`src/rtl/spi_seq_pkg.sv`:
```
package spi_seq_pkg;

    localparam int CMD_W = 16;
    localparam int CFG_W = 8;
    localparam int SEL_W = 8;

    typedef enum logic [2:0] {
        ST_IDLE,
        ST_CS_PRE,
        ST_CS_POST,
        ST_XREQ,
        ST_XWAIT,
        ST_SYNC,
        ST_SLEEP
    } seq_state_t;

    typedef enum logic [1:0] {
        CL_XFER = 2'b00,
        CL_CS   = 2'b01,
        CL_CFG  = 2'b10,
        CL_MISC = 2'b11
    } cmd_class_t;

    // reserved bits 15,14,11,10 must be clear
    function automatic logic cmd_legal(input logic [CMD_W-1:0] w);
        return (w[15:14] == 2'b00) && (w[11:10] == 2'b00);
    endfunction

endpackage

```
`src/rtl/seq_tick.sv`:
```
module seq_tick #(
    parameter int DIV_W = 8
) (
    input  logic             clk,
    input  logic             rst_n,
    input  logic             clr,
    input  logic [DIV_W-1:0] div,
    output logic             tick
);
    logic [DIV_W-1:0] pre_q;

    always_ff @(posedge clk) begin
        if (!rst_n || clr)     pre_q <= '0;
        else if (pre_q == div) pre_q <= '0;
        else                   pre_q <= pre_q + 1'b1;
    end

    assign tick = (pre_q == div);


    tick_range_chk: assert property (@(posedge clk) disable iff (!rst_n)
        pre_q <= div);
endmodule

```
`src/rtl/seq_cfg.sv`:
```
module seq_cfg #(
    parameter int CFG_W   = 8,
    parameter int LEN_RST = 8
) (
    input  logic             clk,
    input  logic             rst_n,
    input  logic             wr_en,
    input  logic [1:0]       sel,
    input  logic [CFG_W-1:0] wdata,
    output logic [CFG_W-1:0] div,
    output logic [CFG_W-1:0] mode,
    output logic [CFG_W-1:0] len
);
    localparam logic [CFG_W-1:0] LEN_INIT = CFG_W'(LEN_RST);

    always_ff @(posedge clk) begin
        if (!rst_n) begin
            div  <= '0;
            mode <= '0;
            len  <= LEN_INIT;
        end else if (wr_en) begin
            unique case (sel)
                2'b00:   div  <= wdata;
                2'b01:   mode <= wdata;
                2'b10:   len  <= wdata;
                default: ;
            endcase
        end
    end


    div_write_chk: assert property (@(posedge clk) disable iff (!rst_n)
        !$stable(div) |-> $past(wr_en && sel == 2'b00));

    len_write_chk: assert property (@(posedge clk) disable iff (!rst_n)
        !$stable(len) |-> $past(wr_en && sel == 2'b10));
endmodule

```
`src/rtl/spi_cmd_seq.sv`:
```
module spi_cmd_seq
    import spi_seq_pkg::*;
#(
    parameter int DATA_W = 8,
    parameter int WAIT_W = 10
) (
    input  logic        clk,
    input  logic        rst_n,
    input  logic        cmd_valid,
    output logic        cmd_ready,
    input  logic [15:0] cmd_data,
    output logic        sync_valid,
    input  logic        sync_ready,
    output logic [7:0]  sync_id,
    output logic [7:0]  cs_n,
    output logic        xfer_start,
    output logic        xfer_rd,
    output logic        xfer_wr,
    output logic [7:0]  xfer_words,
    input  logic        xfer_done,
    output logic [7:0]  cfg_div,
    output logic [7:0]  cfg_mode,
    output logic [7:0]  cfg_len
);
    seq_state_t        st_q, st_d;
    logic [9:0]        arg_q;
    logic [WAIT_W-1:0] wcnt_q, target;
    logic              wait_done, tick, tick_clr, accept, legal, cfg_we;
    cmd_class_t        cls;
    logic [1:0]        sub;

    assign cls    = cmd_class_t'(cmd_data[13:12]);
    assign sub    = cmd_data[9:8];
    assign legal  = cmd_legal(cmd_data);
    assign accept = cmd_valid && cmd_ready;
    assign cfg_we = accept && legal && (cls == CL_CFG);

    seq_cfg #(.CFG_W(CFG_W), .LEN_RST(DATA_W)) u_cfg (
        .clk(clk), .rst_n(rst_n), .wr_en(cfg_we), .sel(sub),
        .wdata(cmd_data[7:0]), .div(cfg_div), .mode(cfg_mode), .len(cfg_len)
    );

    assign tick_clr = (st_q != st_d) || (st_q == ST_IDLE);

    seq_tick #(.DIV_W(CFG_W)) u_tick (
        .clk(clk), .rst_n(rst_n), .clr(tick_clr), .div(cfg_div), .tick(tick)
    );

    always_comb begin
        unique case (st_q)
            ST_CS_PRE, ST_CS_POST: target = WAIT_W'(arg_q[9:8]);
            ST_SLEEP:              target = (WAIT_W'(arg_q[7:0]) + WAIT_W'(1)) << 1;
            default:               target = '0;
        endcase
    end
    assign wait_done = (wcnt_q == target);

    // state register
    always_ff @(posedge clk) begin
        if (!rst_n) st_q <= ST_IDLE;
        else        st_q <= st_d;
    end

    // next state
    always_comb begin
        st_d = st_q;
        unique case (st_q)
            ST_IDLE: begin
                if (cmd_valid && legal) begin
                    if (cls == CL_XFER)                      st_d = ST_XREQ;
                    else if (cls == CL_CS)                   st_d = ST_CS_PRE;
                    else if (cls == CL_MISC && sub == 2'b00) st_d = ST_SYNC;
                    else if (cls == CL_MISC && sub == 2'b01) st_d = ST_SLEEP;
                end
            end
            ST_CS_PRE:  if (wait_done)  st_d = ST_CS_POST;
            ST_CS_POST: if (wait_done)  st_d = ST_IDLE;
            ST_SLEEP:   if (wait_done)  st_d = ST_IDLE;
            ST_XREQ:                    st_d = ST_XWAIT;
            ST_XWAIT:   if (xfer_done)  st_d = ST_IDLE;
            ST_SYNC:    if (sync_ready) st_d = ST_IDLE;
            default:                    st_d = ST_IDLE;
        endcase
    end

    // outputs
    always_comb begin
        cmd_ready  = (st_q == ST_IDLE);
        xfer_start = (st_q == ST_XREQ);
        sync_valid = (st_q == ST_SYNC);
    end
    assign xfer_rd    = arg_q[9];
    assign xfer_wr    = arg_q[8];
    assign xfer_words = arg_q[7:0];
    assign sync_id    = arg_q[7:0];

    // datapath
    always_ff @(posedge clk) begin
        if (!rst_n) begin
            arg_q  <= '0;
            cs_n   <= '1;
            wcnt_q <= '0;
        end else begin
            if (accept) arg_q <= cmd_data[9:0];
            if (st_q == ST_CS_PRE && wait_done) cs_n <= arg_q[7:0];
            if (st_q != st_d)              wcnt_q <= '0;
            else if (tick && !wait_done)   wcnt_q <= wcnt_q + 1'b1;
        end
    end


    ready_idle_chk: assert property (@(posedge clk) disable iff (!rst_n)
        cmd_ready |-> !xfer_start && !sync_valid);

    start_pulse_chk: assert property (@(posedge clk) disable iff (!rst_n)
        xfer_start |=> !xfer_start && !cmd_ready);

    xfer_hold_chk: assert property (@(posedge clk) disable iff (!rst_n)
        (st_q == ST_XWAIT && !xfer_done) |=> !cmd_ready);

    sync_hold_chk: assert property (@(posedge clk) disable iff (!rst_n)
        (sync_valid && !sync_ready) |=> sync_valid && $stable(sync_id));

    cs_change_chk: assert property (@(posedge clk) disable iff (!rst_n)
        !$stable(cs_n) |-> $past(st_q) == ST_CS_PRE);

    noop_chk: assert property (@(posedge clk) disable iff (!rst_n)
        (accept && !legal) |=> cmd_ready && $stable(cs_n));
endmodule

```
`config.mk`:
```
export PLATFORM = sky130hd
export DESIGN_NAME = spi_cmd_seq
export DESIGN_NICKNAME = d
export VERILOG_FILES = /design/src/rtl/spi_seq_pkg.sv /design/src/rtl/seq_tick.sv /design/src/rtl/seq_cfg.sv /design/src/rtl/spi_cmd_seq.sv
export SDC_FILE = /design/constraint.sdc
export NUM_CORES = 1
export LEC_CHECK = 0
export ABC_AREA = 1
export BUFFER_PORTS_ARGS = -buffer_cell sky130_fd_sc_hd__buf_4
export CELL_PAD_IN_SITES_DETAIL_PLACEMENT = 0
export CELL_PAD_IN_SITES_GLOBAL_PLACEMENT = 1
export CORE_UTILIZATION = 40
export CTS_BUF_LIST = sky130_fd_sc_hd__clkbuf_4 sky130_fd_sc_hd__clkbuf_8
export DETAILED_ROUTE_END_ITERATION = 8
export HOLD_SLACK_MARGIN = 0.03
export PLACE_DENSITY = 0.94
export SYNTH_ARGS = -nofsm -noshare
export SYNTH_HDL_FRONTEND = slang
export SYNTH_HIERARCHICAL = 1
export SYNTH_SLANG_ARGS = --single-unit
export TNS_END_PERCENT = 5
```
`constraint.sdc`:
```
create_clock -name clk -period 2.7 [get_ports clk]
set_clock_uncertainty 0.2 [all_clocks]
set_input_delay 0.135 -clock clk [delete_from_list [all_inputs] [get_ports clk]]
set_output_delay 0.135 -clock clk [all_outputs]
set_load 0.005 [all_outputs]
```
==> out/metrics.csv <==
stage,metric,value,unit
run_status,outcome,"finished, final reports clean",
place,PortBufs,73,
pwr,LEAKAGE,2.17,nW
logic_synthesis,Mapped Area,3600,sq um
timing,endpoints failing setup,0,
grt,initial antenna violation count,0,
min_path,Hold Path Class,input port to register,
timing,clock period minus worst slack,2.47,ns
logic_synthesis,sequential area share after synthesis,35.0,%
place,gp weighted congestion,0.869,
pwr,Internal Power,1.53,mW
grt,first-pass GRT wire length,15100,um
logic_synthesis,Synth cell types,34,
die,Die W,96.9,um
routing,drt via density,4.84,
worst_setup_path,CP max FO,8,
timing,Final Cycle Share,91.5,%
timing,RSZ-0062 raised after global routing,false,
timing,Final Hold Fails,0,
cts,root buffer cell,clkbuf_8,
routing,# DRC,0,
routing,WL met3,436,um
routing,wire length on met2,4270,um
worst_setup_path,CP Capture Type,register,
timing,Max Clk Rate,405,MHz
worst_setup_path,CP required,2.73,ns
timing,fin worst setup slack,0.231,ns
cts,Sink Count,63,
routing,WL/cell,12.4,um
place,Setup WS pre-CTS,0.129,ns
job,MaxCap Viol Count,0,
grt,All-Layer GR Usage,19.7,%
finish,layout cell share with drive strength beyond 1,26.1,%
routing,first-pass iteration count of the detailed router,4,
routing,final wirelength,8940,um
pwr,VDD IR max,0.420,mV
logic_synthesis,syn_area_per_cell,6.95,sq um
cts,Num CTS Buffers,9,
routing,total number of vias,3495,
pwr,Switching Fraction,28.1,%
grt,gr ovfl total,0,
die,FP Rows,34,
timing,Slew Limit Fails,0,
die,die height,96.9,um
logic_synthesis,Syn Inst Count,519,
cts,clock-pin slew on the worst setup and hold paths,0.08,ns
worst_setup_path,"Worst Path Class, Setup",register to register,
routing,DRT iter0 DRCs,142,
place,HPWL Detailed,6490,um
routing,uppermost layer routed,met4,
die,starting density of the core,41.3,%
cts,# H-tree levels,3,
timing,Max transition margin,66.2,%
cts,Clock Path Buffers,2,
grt,largest net degree at the start of global routing,45,
worst_setup_path,startpoint types,register,
logic_synthesis,#FFs+latches synth,63,
logic_synthesis,Synthesized Nets,543,
finish,nets,633,
pwr,Psw,599,uW
timing,total negative slack,0,ns
die,I/O pins,74,
grt,vias in the first global route,3331,
cts,CTS tree,done,
pwr,Gate power share,13.8,%
die,Die ar.,9400,sq um
routing,ANT nets after route,0,
pwr,Power Density,464,nW/um^2
worst_setup_path,Crit path arrival time,2.50,ns
pwr,clock power share,40.3,%
finish,synthesis-to-layout area growth,27.3,%
pwr,Reg power frac,45.9,%
die,Core Region,8720,sq um
finish,# diodes,0,
logic_synthesis,Ys Warns,6,
worst_setup_path,worst reg2reg setup slack,0.23,ns
cts,worst skew pair latency,0.35,ns
routing,M1 wire length,4000,um
timing,Worst Max-Slew Pin Slew,0.505,ns
==> cell usage after synthesis, drive strengths merged <==
cell type    n  area [sq um]
nand3       45           278
and2         1          8.76
o211ai       8           100
or2          1          6.26
xnor2        5          43.8
nor3         6          30.0
nor2        89           412
dfxtp       63          1260
o21ai       13          68.8
buf         18           143
nor4         3          18.8
clkbuf       3          31.3
nand2      131           522
inv         82           308
nand4       15           124
xor2        11          96.3
a21oi       21           109
ha           3          37.5
o21bai       1          7.51
==> final timing paths <==
path | startpoint | endpoint | depth (start not counted)
max | arg_q[0]$_SDFFE_PN0P_ | u_tick/pre_q[3]$_SDFF_PP0_ | 17
min | cmd_data[12] | st_q[1]$_SDFF_PN0_ | 6
max reg2reg | arg_q[0]$_SDFFE_PN0P_ | u_tick/pre_q[3]$_SDFF_PP0_ | 17
min reg2reg | u_cfg/len[3]$_SDFFE_PN1P_ | u_cfg/len[3]$_SDFFE_PN1P_ | 2
==> repair_timing <==
| item | 4_1_cts | 5_1_grt |
|---|---|---|
| hold buffers | 14 | 0 |
| buffers inserted | 0 | 4 |
| resized for setup | 0 | 11 |
| endpoints found under the setup margin | 0 | 18 |
| hold endpoints to repair | 44 | 0 |
==> cell families (layout without fill, tap and decap cells) <==
| logic type | count (synthesis) | after routing | synth area share, % |
|---|---|---|---|
| simple gates | 291 | 292 | 38.8 |
| buf+inv | 103 | 197 | 13.4 |
| flops | 63 | 63 | 35.0 |
| compound gates | 43 | 43 | 7.91 |
| xor+xnor | 16 | 16 | 3.89 |
| fa+ha+maj | 3 | 3 | 1.04 |
==> critical path, stage by stage (launching register included) <==
cell and delay [ns]:
dfxtp_2 0.34, ha_1 0.22, nand2_2 0.11, inv_1 0.05
nor2_1 0.16, nand2_1 0.08, nand2_1 0.06, nand3_1 0.09
nor2_2 0.25, nand4_4 0.14, nand2_1 0.10, nand3_1 0.07
nand2_1 0.12, nor2_4 0.06, nand3_1 0.08, nor2_2 0.05
nand2_4 0.14, nor2_2 0.04
==> flip-flops by register name, indices dropped and copies added, names as in the netlist <==
signal / cells
arg_q: 10
wcnt_q: 10
cs_n: 8
u_cfg/div: 8
u_cfg/len: 8
u_cfg/mode: 8
u_tick/pre_q: 8
st_q: 3
==> power by group through the flow <==
stage	clock network, mW	logic, mW	registers, mW
floorplan	0	0.172	0.990
global placement	0	0.274	0.995
detailed placement	0	0.278	0.996
CTS	0.876	0.296	0.975
global route	0.918	0.327	0.979
finish	0.857	0.294	0.976
==> final cells by class <==
type                    count  area [sq um]
fillers                   830          4130
multi-input cells         354          1900
flip-flops and latches     63          1260
repair buffers             99           778
inverters                  82           308
clock buffers              10           138
well taps                 108           135
clock inverters             6          70.1
==> cell usage in the layout (no fill, tap or decap) <==
cell             n
nor3_1           5
buf_4           85
inv_1           78
nand3_4          3
xor2_1          11
dlygate4sd3_1   14
inv_2            4
nor2_2          12
ha_1             3
dfxtp_2          3
nand4_1         13
a21oi_2          1
xnor2_1          5
nand3_1         39
o21ai_2          1
nand3_2          3
nor3_2           1
o211ai_2         8
clkbuf_8        10
dfxtp_1         60
nand2_4          2
bufinv_16        1
o21ai_0         10
nand4_4          2
o21bai_1         1
nand2_1        121
nor2_4           9
clkinvlp_4       3
a21oi_1         20
nor2_1          69
clkinv_4         2
o21ai_1          2
and2_4           1
or2_2            1
nor4_1           3
nand2_2          8
==> metrics by stage <==
step / total power, mW / hold slack (ns) / util (%) / instance area (sq um) / instances
after floorplan: 1.16 / 0.0557 / - / 3600 / 519
after global placement: 1.27 / 0.204 / 47.9 / 4180 / 687
after detailed placement: 1.27 / 0.213 / 47.9 / 4180 / 687
after CTS: 2.15 / 0.0538 / 51.9 / 4530 / 717
after global routing: 2.22 / 0.107 / 52.6 / 4590 / 722
final: 2.13 / 0.0702 / 52.6 / 4590 / 722
==> per-layer routing <==
layer  vias up  global-route usage, %
met5         -                      0
met4         0                   8.73
met3        21                   4.05
met2        87                   32.9
met1      1596                   24.3
li1       1791                      -
Note: power is estimated with default switching activity, not from simulation.
